## src/rtl/pe_pkg.sv

```systemverilog
package pe_pkg;
  typedef enum logic [2:0] {
    ST_IDLE  = 3'd0,
    ST_PULSE = 3'd1,
    ST_ARMED = 3'd2,
    ST_KEY   = 3'd3,
    ST_POST  = 3'd4,
    ST_PROT  = 3'd5,
    ST_HOST  = 3'd6
  } pe_state_t;
endpackage

```

## src/rtl/pe_rise.sv

```systemverilog
// Rising-edge detector for an oversampled slow strobe.
module pe_rise (
  input  logic clk,
  input  logic rst_n,
  input  logic sig,
  output logic rise
);
  logic sig_q;

  always_ff @(posedge clk or negedge rst_n) begin
    if (!rst_n) sig_q <= 1'b0;
    else        sig_q <= sig;
  end

  assign rise = sig & ~sig_q;

  // a detected edge is never followed by another without a low sample
  a_r10_single_edge: assert property (@(posedge clk) disable iff (!rst_n)
    rise |=> !rise);
endmodule

```

## src/rtl/pe_counter.sv

```systemverilog
// Shared up-counter with synchronous clear and saturation.
module pe_counter #(
  parameter int W = 6
) (
  input  logic         clk,
  input  logic         rst_n,
  input  logic         clr,
  input  logic         inc,
  output logic [W-1:0] cnt
);
  logic [W-1:0] cnt_d;

  always_comb begin
    cnt_d = cnt;
    if (clr)                 cnt_d = '0;
    else if (inc && ~&cnt)   cnt_d = cnt + 1'b1;
  end

  always_ff @(posedge clk or negedge rst_n) begin
    if (!rst_n) cnt <= '0;
    else        cnt <= cnt_d;
  end

  // a long reset pulse must not wrap the width count back to small values
  a_r2_cnt_saturate: assert property (@(posedge clk) disable iff (!rst_n)
    (&cnt && !clr) |=> &cnt);
endmodule

```

## src/rtl/prog_entry_seq.sv

```systemverilog
module prog_entry_seq
  import pe_pkg::*;
#(
  parameter int          T_RST_CYC = 4,
  parameter int          KEY_W     = 8,
  parameter logic [KEY_W-1:0] KEY_VAL = 8'hD3,
  parameter int          POST_CLKS = 24,
  parameter int          PROT_CYC  = 6
) (
  input  logic clk,
  input  logic rst_n,
  input  logic main_rst_n,
  input  logic aux_rst_n,
  input  logic prg_rst,
  input  logic tck,
  input  logic tdi,
  input  logic rdprot,
  output logic rdy_busy,
  output logic por_ok,
  output logic host_mode
);
  localparam int M1   = (T_RST_CYC > POST_CLKS) ? T_RST_CYC : POST_CLKS;
  localparam int M2   = (PROT_CYC > KEY_W + 1) ? PROT_CYC : KEY_W + 1;
  localparam int MAXV = (M1 > M2) ? M1 : M2;
  localparam int CW   = $clog2(MAXV + 1) + 1;

  // reset: asynchronous assert, synchronous release
  logic rst_q1, rst_s;
  always_ff @(posedge clk or negedge rst_n) begin
    if (!rst_n) begin
      rst_q1 <= 1'b0;
      rst_s  <= 1'b0;
    end else begin
      rst_q1 <= 1'b1;
      rst_s  <= rst_q1;
    end
  end

  pe_state_t    st, st_d;
  logic         cnt_clr, cnt_inc, tck_rise;
  logic [CW-1:0] cnt;
  logic [KEY_W-1:0] key_sh;

  pe_rise u_rise (
    .clk  (clk),
    .rst_n(rst_s),
    .sig  (tck),
    .rise (tck_rise)
  );

  pe_counter #(.W(CW)) u_cnt (
    .clk  (clk),
    .rst_n(rst_s),
    .clr  (cnt_clr),
    .inc  (cnt_inc),
    .cnt  (cnt)
  );

  // expected key bit sits at the top after shifting by the bit index
  assign key_sh = KEY_VAL << cnt;

  always_comb begin
    st_d    = st;
    cnt_clr = 1'b0;
    cnt_inc = 1'b0;
    if (st != ST_IDLE && main_rst_n) begin
      st_d = ST_IDLE;
    end else begin
      unique case (st)
        ST_IDLE: if (!main_rst_n && !aux_rst_n) begin
          st_d    = ST_PULSE;
          cnt_clr = 1'b1;
        end
        ST_PULSE: begin
          if (aux_rst_n) st_d = (cnt >= CW'(T_RST_CYC - 1)) ? ST_ARMED : ST_IDLE;
          else           cnt_inc = 1'b1;
        end
        ST_ARMED: if (!prg_rst) begin
          st_d    = ST_KEY;
          cnt_clr = 1'b1;
        end
        ST_KEY: if (tck_rise) begin
          if (cnt == CW'(KEY_W)) begin
            st_d    = ST_POST;
            cnt_clr = 1'b1;
          end else if (tdi != key_sh[KEY_W-1]) begin
            st_d = ST_IDLE;
          end else begin
            cnt_inc = 1'b1;
          end
        end
        ST_POST: if (tck_rise) begin
          if (cnt == CW'(POST_CLKS - 1)) begin
            st_d    = rdprot ? ST_PROT : ST_HOST;
            cnt_clr = 1'b1;
          end else begin
            cnt_inc = 1'b1;
          end
        end
        ST_PROT: begin
          if (cnt == CW'(PROT_CYC - 1)) st_d = ST_HOST;
          else                          cnt_inc = 1'b1;
        end
        ST_HOST: st_d = ST_HOST;
        default: st_d = ST_IDLE;
      endcase
    end
  end

  always_ff @(posedge clk or negedge rst_s) begin
    if (!rst_s) st <= ST_IDLE;
    else        st <= st_d;
  end

  assign rdy_busy  = (st == ST_POST) || (st == ST_HOST);
  assign por_ok    = (st == ST_POST) || (st == ST_PROT) || (st == ST_HOST);
  assign host_mode = (st == ST_HOST);

  // main reset high forces user mode on the next clock
  a_r9_main_release: assert property (@(posedge clk) disable iff (!rst_s)
    main_rst_n |=> (!por_ok && !host_mode && !rdy_busy));

  // status rises only on leaving the key phase
  a_r4_por_after_key: assert property (@(posedge clk) disable iff (!rst_s)
    $rose(por_ok) |-> ($past(st) == ST_KEY));

  // host mode is granted only from the post-key or protection phase
  a_r6_host_entry: assert property (@(posedge clk) disable iff (!rst_s)
    $rose(host_mode) |-> ($past(st) == ST_POST || $past(st) == ST_PROT));

  // ready/busy falls only into the protection phase or on exit to idle
  a_r7_busy_drop: assert property (@(posedge clk) disable iff (!rst_s)
    $fell(rdy_busy) |-> (st == ST_PROT || st == ST_IDLE));

  // a too-short auxiliary pulse never arms the key window
  a_r2_short_pulse: assert property (@(posedge clk) disable iff (!rst_s)
    (st == ST_PULSE && aux_rst_n && !main_rst_n && cnt < CW'(T_RST_CYC - 1))
      |=> (st == ST_IDLE));

  // the key bit index never runs past the spare bit
  a_r5_key_index: assert property (@(posedge clk) disable iff (!rst_s)
    (st == ST_KEY) |-> (cnt <= CW'(KEY_W)));
endmodule

```

## config.mk

```make
export PLATFORM = sky130hd
export DESIGN_NAME = prog_entry_seq
export DESIGN_NICKNAME = d
export VERILOG_FILES = /design/src/rtl/pe_pkg.sv /design/src/rtl/pe_rise.sv /design/src/rtl/pe_counter.sv /design/src/rtl/prog_entry_seq.sv
export SDC_FILE = /design/constraint.sdc
export NUM_CORES = 1
export LEC_CHECK = 0
export BUFFER_PORTS_ARGS = -buffer_cell sky130_fd_sc_hd__buf_2
export CORE_ASPECT_RATIO = 0.5
export CORE_MARGIN = 4
export CORE_UTILIZATION = 29
export CTS_BUF_LIST = sky130_fd_sc_hd__clkbuf_8 sky130_fd_sc_hd__clkbuf_16
export DETAILED_ROUTE_END_ITERATION = 8
export GPL_TIMING_DRIVEN = 0
export PLACE_DENSITY_LB_ADDON = 0.1
export SETUP_SLACK_MARGIN = 0.02
export SLEW_MARGIN = 30
export SYNTH_ARGS = -nofsm -noshare
export SYNTH_HDL_FRONTEND = slang
export SYNTH_SLANG_ARGS = --single-unit
```

## constraint.sdc

```tcl
create_clock -name clk -period 1.7 [get_ports clk]
set_input_delay 0.34 -clock clk [delete_from_list [all_inputs] [get_ports clk]]
set_output_delay 0.34 -clock clk [all_outputs]
set_load 0.01 [all_outputs]
```

* After elaboration in Yosys (flattened, before gate mapping)
Index checks and enable logic that the tools add are counted.
Word-level totals: register bits after elaboration 12, bits in latches 0, bits in writable memories 0, bits in read-only memories 0, bits of input ports 8, output and inout bits 3, logic and storage cells 74, memories kept 0
Operators by class: add/subtract/negate cells 1, multiply operators 0, divide/modulo/power cells 0, magnitude comparators 1, eq/ne operators 18, shift operators 1, mux-type cells 32, bitwise operators 2, reductions and logical operators 14
Operator list (count):
- two-way mux 3 bit | 10
- != test 3 bit, second input constant | 7
- one-hot mux 3 bit (7 select lines) | 1
- two-way mux 1 bit | 15
- two-way mux 6 bit | 2
- == test 3 bit, second input constant | 3
- one-hot mux 1 bit (4 select lines) | 2
- AND reduction 8 bit | 1
- left shift 8 x 6 -> 8 bit, first input constant | 1
- adder 6 x 1 -> 6 bit, second input constant | 1
- == test 3 x 2 -> 1 bit, second input constant | 2
- == test 6 x 3 -> 1 bit, second input constant | 1
- == test 6 x 4 -> 1 bit, second input constant | 1
- == test 6 x 5 -> 1 bit, second input constant | 1
- >= comparator 6 x 2 -> 1 bit, second input constant | 1
- AND reduction 6 bit | 1
- two-way mux 2 bit | 2
- != test 4 bit, second input constant | 1
- == test 3 x 1 -> 1 bit, second input constant | 1
- logical AND 1 bit | 3
- logical NOT 1 bit | 3
- logical NOT 3 bit | 1
- logical OR 1 bit | 3
- nonzero test 3 bit | 1
- other kinds (4) | 4

* Logic depth before layout (Yosys ltp)
word-level depth 10, mapped depth 8, mapped depth without buffers 8

* Hierarchy
Synthesis repeated with hierarchy kept, for this count alone.
Second synthesis, totals: cells, all modules 107, area total of the unflattened synthesis 935.9 µm²
Modules (own cells, without submodules):
- prog_entry_seq | instances 1, cells an instance 65, area each 516.7 µm², sequential area each 125.1 µm²
- pe_counter | instances 1, cells an instance 40, area each 380.4 µm², sequential area each 150.1 µm²
- pe_rise | instances 1, cells an instance 2, area each 38.8 µm², sequential area each 25.0 µm²

* Worst setup path before layout
No wires, ideal clock.
path kind register -> register, start point register st[1], end point register u_cnt.cnt[4], arrival time 1.884 ns, setup slack -0.319 ns, stages on the path, launching flop included 8, buffers on the path 1, cell sequence dfrtp_1 -> buf_6 -> or3b_4 -> a31oi_4 -> nor2_2 -> o41a_1 -> o311ai_1 -> o41ai_1
On the way: word-level cells in the longest chain between the ends 5
RTL lines:
- start: declaration | RTL line prog_entry_seq.sv:39 | pe_state_t st, st_d;
- start signal: assignment | RTL line prog_entry_seq.sv:112 | else st <= st_d;
- == test 3 bit, or another cell as far along | RTL line prog_entry_seq.sv:69 | unique case (st)
- one-hot mux 1 bit (4 select lines) or logical AND 1 bit (tied branches) | RTL line prog_entry_seq.sv:69, prog_entry_seq.sv:66
- two-way mux 1 bit | RTL line prog_entry_seq.sv:66 | if (st != ST_IDLE && main_rst_n) begin
- logical AND 1 bit | RTL line pe_counter.sv:16 | else if (inc && ~&cnt) cnt_d = cnt + 1'b1;
- nonzero test 2 bit (no line)
- end signal: assignment | RTL line pe_counter.sv:21 | else cnt <= cnt_d;
- end: declaration | RTL line pe_counter.sv:9 | output logic [W-1:0] cnt
Several ways; a longest one is shown, not always the timed one. A chain may end at the register's enable or synchronous reset.

* Worst setup path in the final report
start point register u_cnt.cnt[1], end point register u_cnt.cnt[4]
On the way: word-level cells in the longest chain between the ends 9
RTL lines:
- left shift 8 x 6 -> 8 bit | RTL line prog_entry_seq.sv:60 | assign key_sh = KEY_VAL << cnt;
- != test 1 bit | RTL line prog_entry_seq.sv:86 | end else if (tdi != key_sh[KEY_W-1]) begin
- two-way mux 1 bit | RTL line prog_entry_seq.sv:86
- two-way mux 1 bit | RTL line prog_entry_seq.sv:83 | if (cnt == CW'(KEY_W)) begin
- two-way mux 1 bit | RTL line prog_entry_seq.sv:82 | ST_KEY: if (tck_rise) begin
- one-hot mux 1 bit (4 select lines) | RTL line prog_entry_seq.sv:69
- two-way mux 1 bit | RTL line prog_entry_seq.sv:66
- logical AND 1 bit | RTL line pe_counter.sv:16
- nonzero test 2 bit (no line)
Several ways; a longest one is shown, not always the timed one. The select of a mux whose other input is x is not followed.

==> impl_metrics.toml <==
[die]
core-area_sq_um = 3000
start_util_pct = 30.3
pin_count = 11
die_w_um = 87.1
die_area_sq_um = 4140
rows = 14
die_y_um = 47.5

[synthesis]
synthesis.area_sq_um = 907
yosys.area.top_type = "dfrtp_1"
ys_seq_elements = 12
synthArstFlopShare_pct = 100
ys_seq_area_share_pct = 33.1
synthesis.nets = 115
synth_edf_count = 0
syn-instance-count = 104
synth_common_cells = "dfrtp_1 (12), a21oi_1 (9), nor2_1 (8)"
syn_avg_cell_area_sq_um = 8.72
synth.most_common_cell = "dfrtp_1"
ys.warnings.count = 0
synth_top_cell_area_share_pct = 33.1
synth_top_flop_cell = "dfrtp_1"
netlist_top_cells_area = "dfrtp_1 (33%), a21oi_1 (5.0%), ha_1 (4.1%)"
yosysUniqueCellTypes = 41

[layout]
final_nets = 150
final_cell_area_sq_um = 1440
drive_above_1_share_pct = 50.7
final_cells = 178
fin_util_pct = 48.0
syn_to_final_growth_pct = 58.5
antennaDiodeCount = 0

[clock_tree]
numCtsBuffers = 3
cts.sinks = 12
h-tree-depth = 1
cts_tree = "built"
clock_path_buffers = 2
clk_latency_ps = 240
clk_pin_slew_ps = 60
cts_root_buffer = "clkbuf_8"

[sta]
setup_violations = 9
maxSlewViolCount = 0
min_period_ps = 2080
fin_skew_ps = 2.25
worst_slack_ps = -381
rsz0062_at_grt = "true"
fin_crit_sh_pct = 122
worst_hold_slack_ps = 189
fmax_mhz = 480
final-hold-violation-count = 0

[setup_path]
r2r_slack_ps = -380
required_ps = 1820
start_kind = "flop"
arrival_ps = 2200
crit_fanout = 5
end_kind = "flop"
worstSetupPathType = "flop to flop"

[power]
power_frac_clock_pct = 44.2
switching_share_pct = 24.8
p_int_mw = 0.543
p_leak_nw = 0.580
share_comb_of_total_power_pct = 14.2
seq_power_share_pct = 41.6
cellPowerDensity_nw_per_um2 = 502
switching_power_mw = 0.179
peakVddDrop_uv = 328
p_total_mw = 0.721

[place]
dp_hpwl_um = 1600
portBuffers = 10
post-place-cells = 154
gp_congestion = 0.766
place_area_sq_um = 1010

[global_routing]
grt.total_usage_pct = 13.7
grt-ovfl-total = 0
grt_start_max_net_pins = 11
grt_pass1_wl_um = 4340
antenna_found_initial = 0
grt_pass1_vias = 893

[route]
drc_errors = 0
vias_per_cell = 5.26
drt-pass1-iter-count = 4
wl_per_cell_um = 14.7
routed_wl_um = 2610
ant_nets = 0
vias = 936
drt_iter0_drc = 37

[status]
status = "finished with violations"
failed_checks = "negative setup slack"

[flow_run]
maxCapViolCount = 0

[worst_hold_path]
hold_class = "flop to asynchronous set/reset pin"
power by group through the flow:
stage	sequential [mW]	clock (mW)	combinational [mW]
finish	0.300	0.319	0.102
global route	0.302	0.337	0.111
CTS	0.300	0.327	0.0938
detailed placement	0.308	0	0.0601
global placement	0.308	0	0.0608
floorplan	0.304	0	0.0383
final timing paths:
kind | start | endpoint | cells after the start
max | u_cnt.cnt[1]$_DFFE_PN0P_ | u_cnt.cnt[4]$_DFFE_PN0P_ | 7
min | rst_s$_DFF_PN0_ | u_cnt.cnt[4]$_DFFE_PN0P_ | 0
max reg2reg | u_cnt.cnt[1]$_DFFE_PN0P_ | u_cnt.cnt[4]$_DFFE_PN0P_ | 7
min reg2reg | rst_s$_DFF_PN0_ | u_cnt.cnt[4]$_DFFE_PN0P_ | 0
max in group asynchronous | rst_s$_DFF_PN0_ | u_cnt.cnt[1]$_DFFE_PN0P_ | 0
min in group clk | tck | u_rise.sig_q$_DFF_PN0_ | 1
cell usage in the layout, fill, tap and decap left out, drive strengths merged:
| master | instances |
|---|---|
| and3 | 2 |
| or3b | 2 |
| dlygate4sd3 | 1 |
| a41oi | 2 |
| clkbuf | 5 |
| o21ai | 3 |
| o21bai | 1 |
| nand2 | 7 |
| o41ai | 3 |
| nand4 | 1 |
| conb | 1 |
| a31oi | 3 |
| nor2b | 1 |
| a211o | 1 |
| o41a | 1 |
| xnor2 | 1 |
| a31o | 1 |
| nand2b | 5 |
| o311ai | 1 |
| a221oi | 1 |
| clkinvlp | 1 |
| buf | 33 |
| and2 | 3 |
| dfrtp | 12 |
| inv | 6 |
| nor2 | 9 |
| a311oi | 1 |
| a21oi | 9 |
| a2111oi | 1 |
| nor4 | 2 |
| ha | 3 |
| mux2i | 3 |
| a211oi | 1 |
| nor3 | 4 |
| nand3 | 6 |
| o2bb2ai | 1 |
through the flow:
step | worst slack [ps] | TNS (ps)
2_1_floorplan | -272 | -1150
3_3_place_gp | -503 | -3080
3_5_place_dp | -455 | -2890
4_1_cts | -367 | -2350
5_1_grt | -475 | -3660
6_report | -381 | -2730
state kept, by name (all words and copies together), names as in the netlist:
name / flops
st: 3
u_cnt.cnt: 6
rst_q1: 1
rst_s: 1
u_rise.sig_q: 1
critical path: stages (launching register included):
cell      delay (ps)
dfrtp_2          430
ha_2             220
and2_4           170
a31oi_4          220
nor2_4            70
o41a_1           470
o311ai_2         260
o41ai_2          110
metal layers:
metal	vias up	routed length, um	GRT usage, %
li1	453	-	-
met1	473	1250	17.2
met5	-	0	0
met2	8	1260	24.9
met3	2	90	3.78
met4	0	5	1.83
cell type report:
type,instances,area [sq um]
Timing Repair Buffer,31,214
Sequential cell,12,302
Buffer,4,35.0
Multi-Input combinational cell,80,752
Tap cell,40,50.0
Inverter,7,30.0
Fill cell,282,1560
Clock buffer,4,55.1
cell families after synthesis:
group,after synthesis,synth area share [%]
mux,3,3.31
xor+xnor,1,0.966
compound gates,30,27.7
other cells,1,0.413
fa+ha+maj,3,4.14
flops,12,33.1
simple gates,42,24.3
buf+inv,12,6.07
timing repair:
item	CTS	global route
hold buffers	1	0
buffers inserted	12	8
hold endpoints to repair	2	0
gates resized for setup	31	17
pin swaps	11	6
endpoints found under the setup margin	12	12
(Power assumes the default switching activity.)
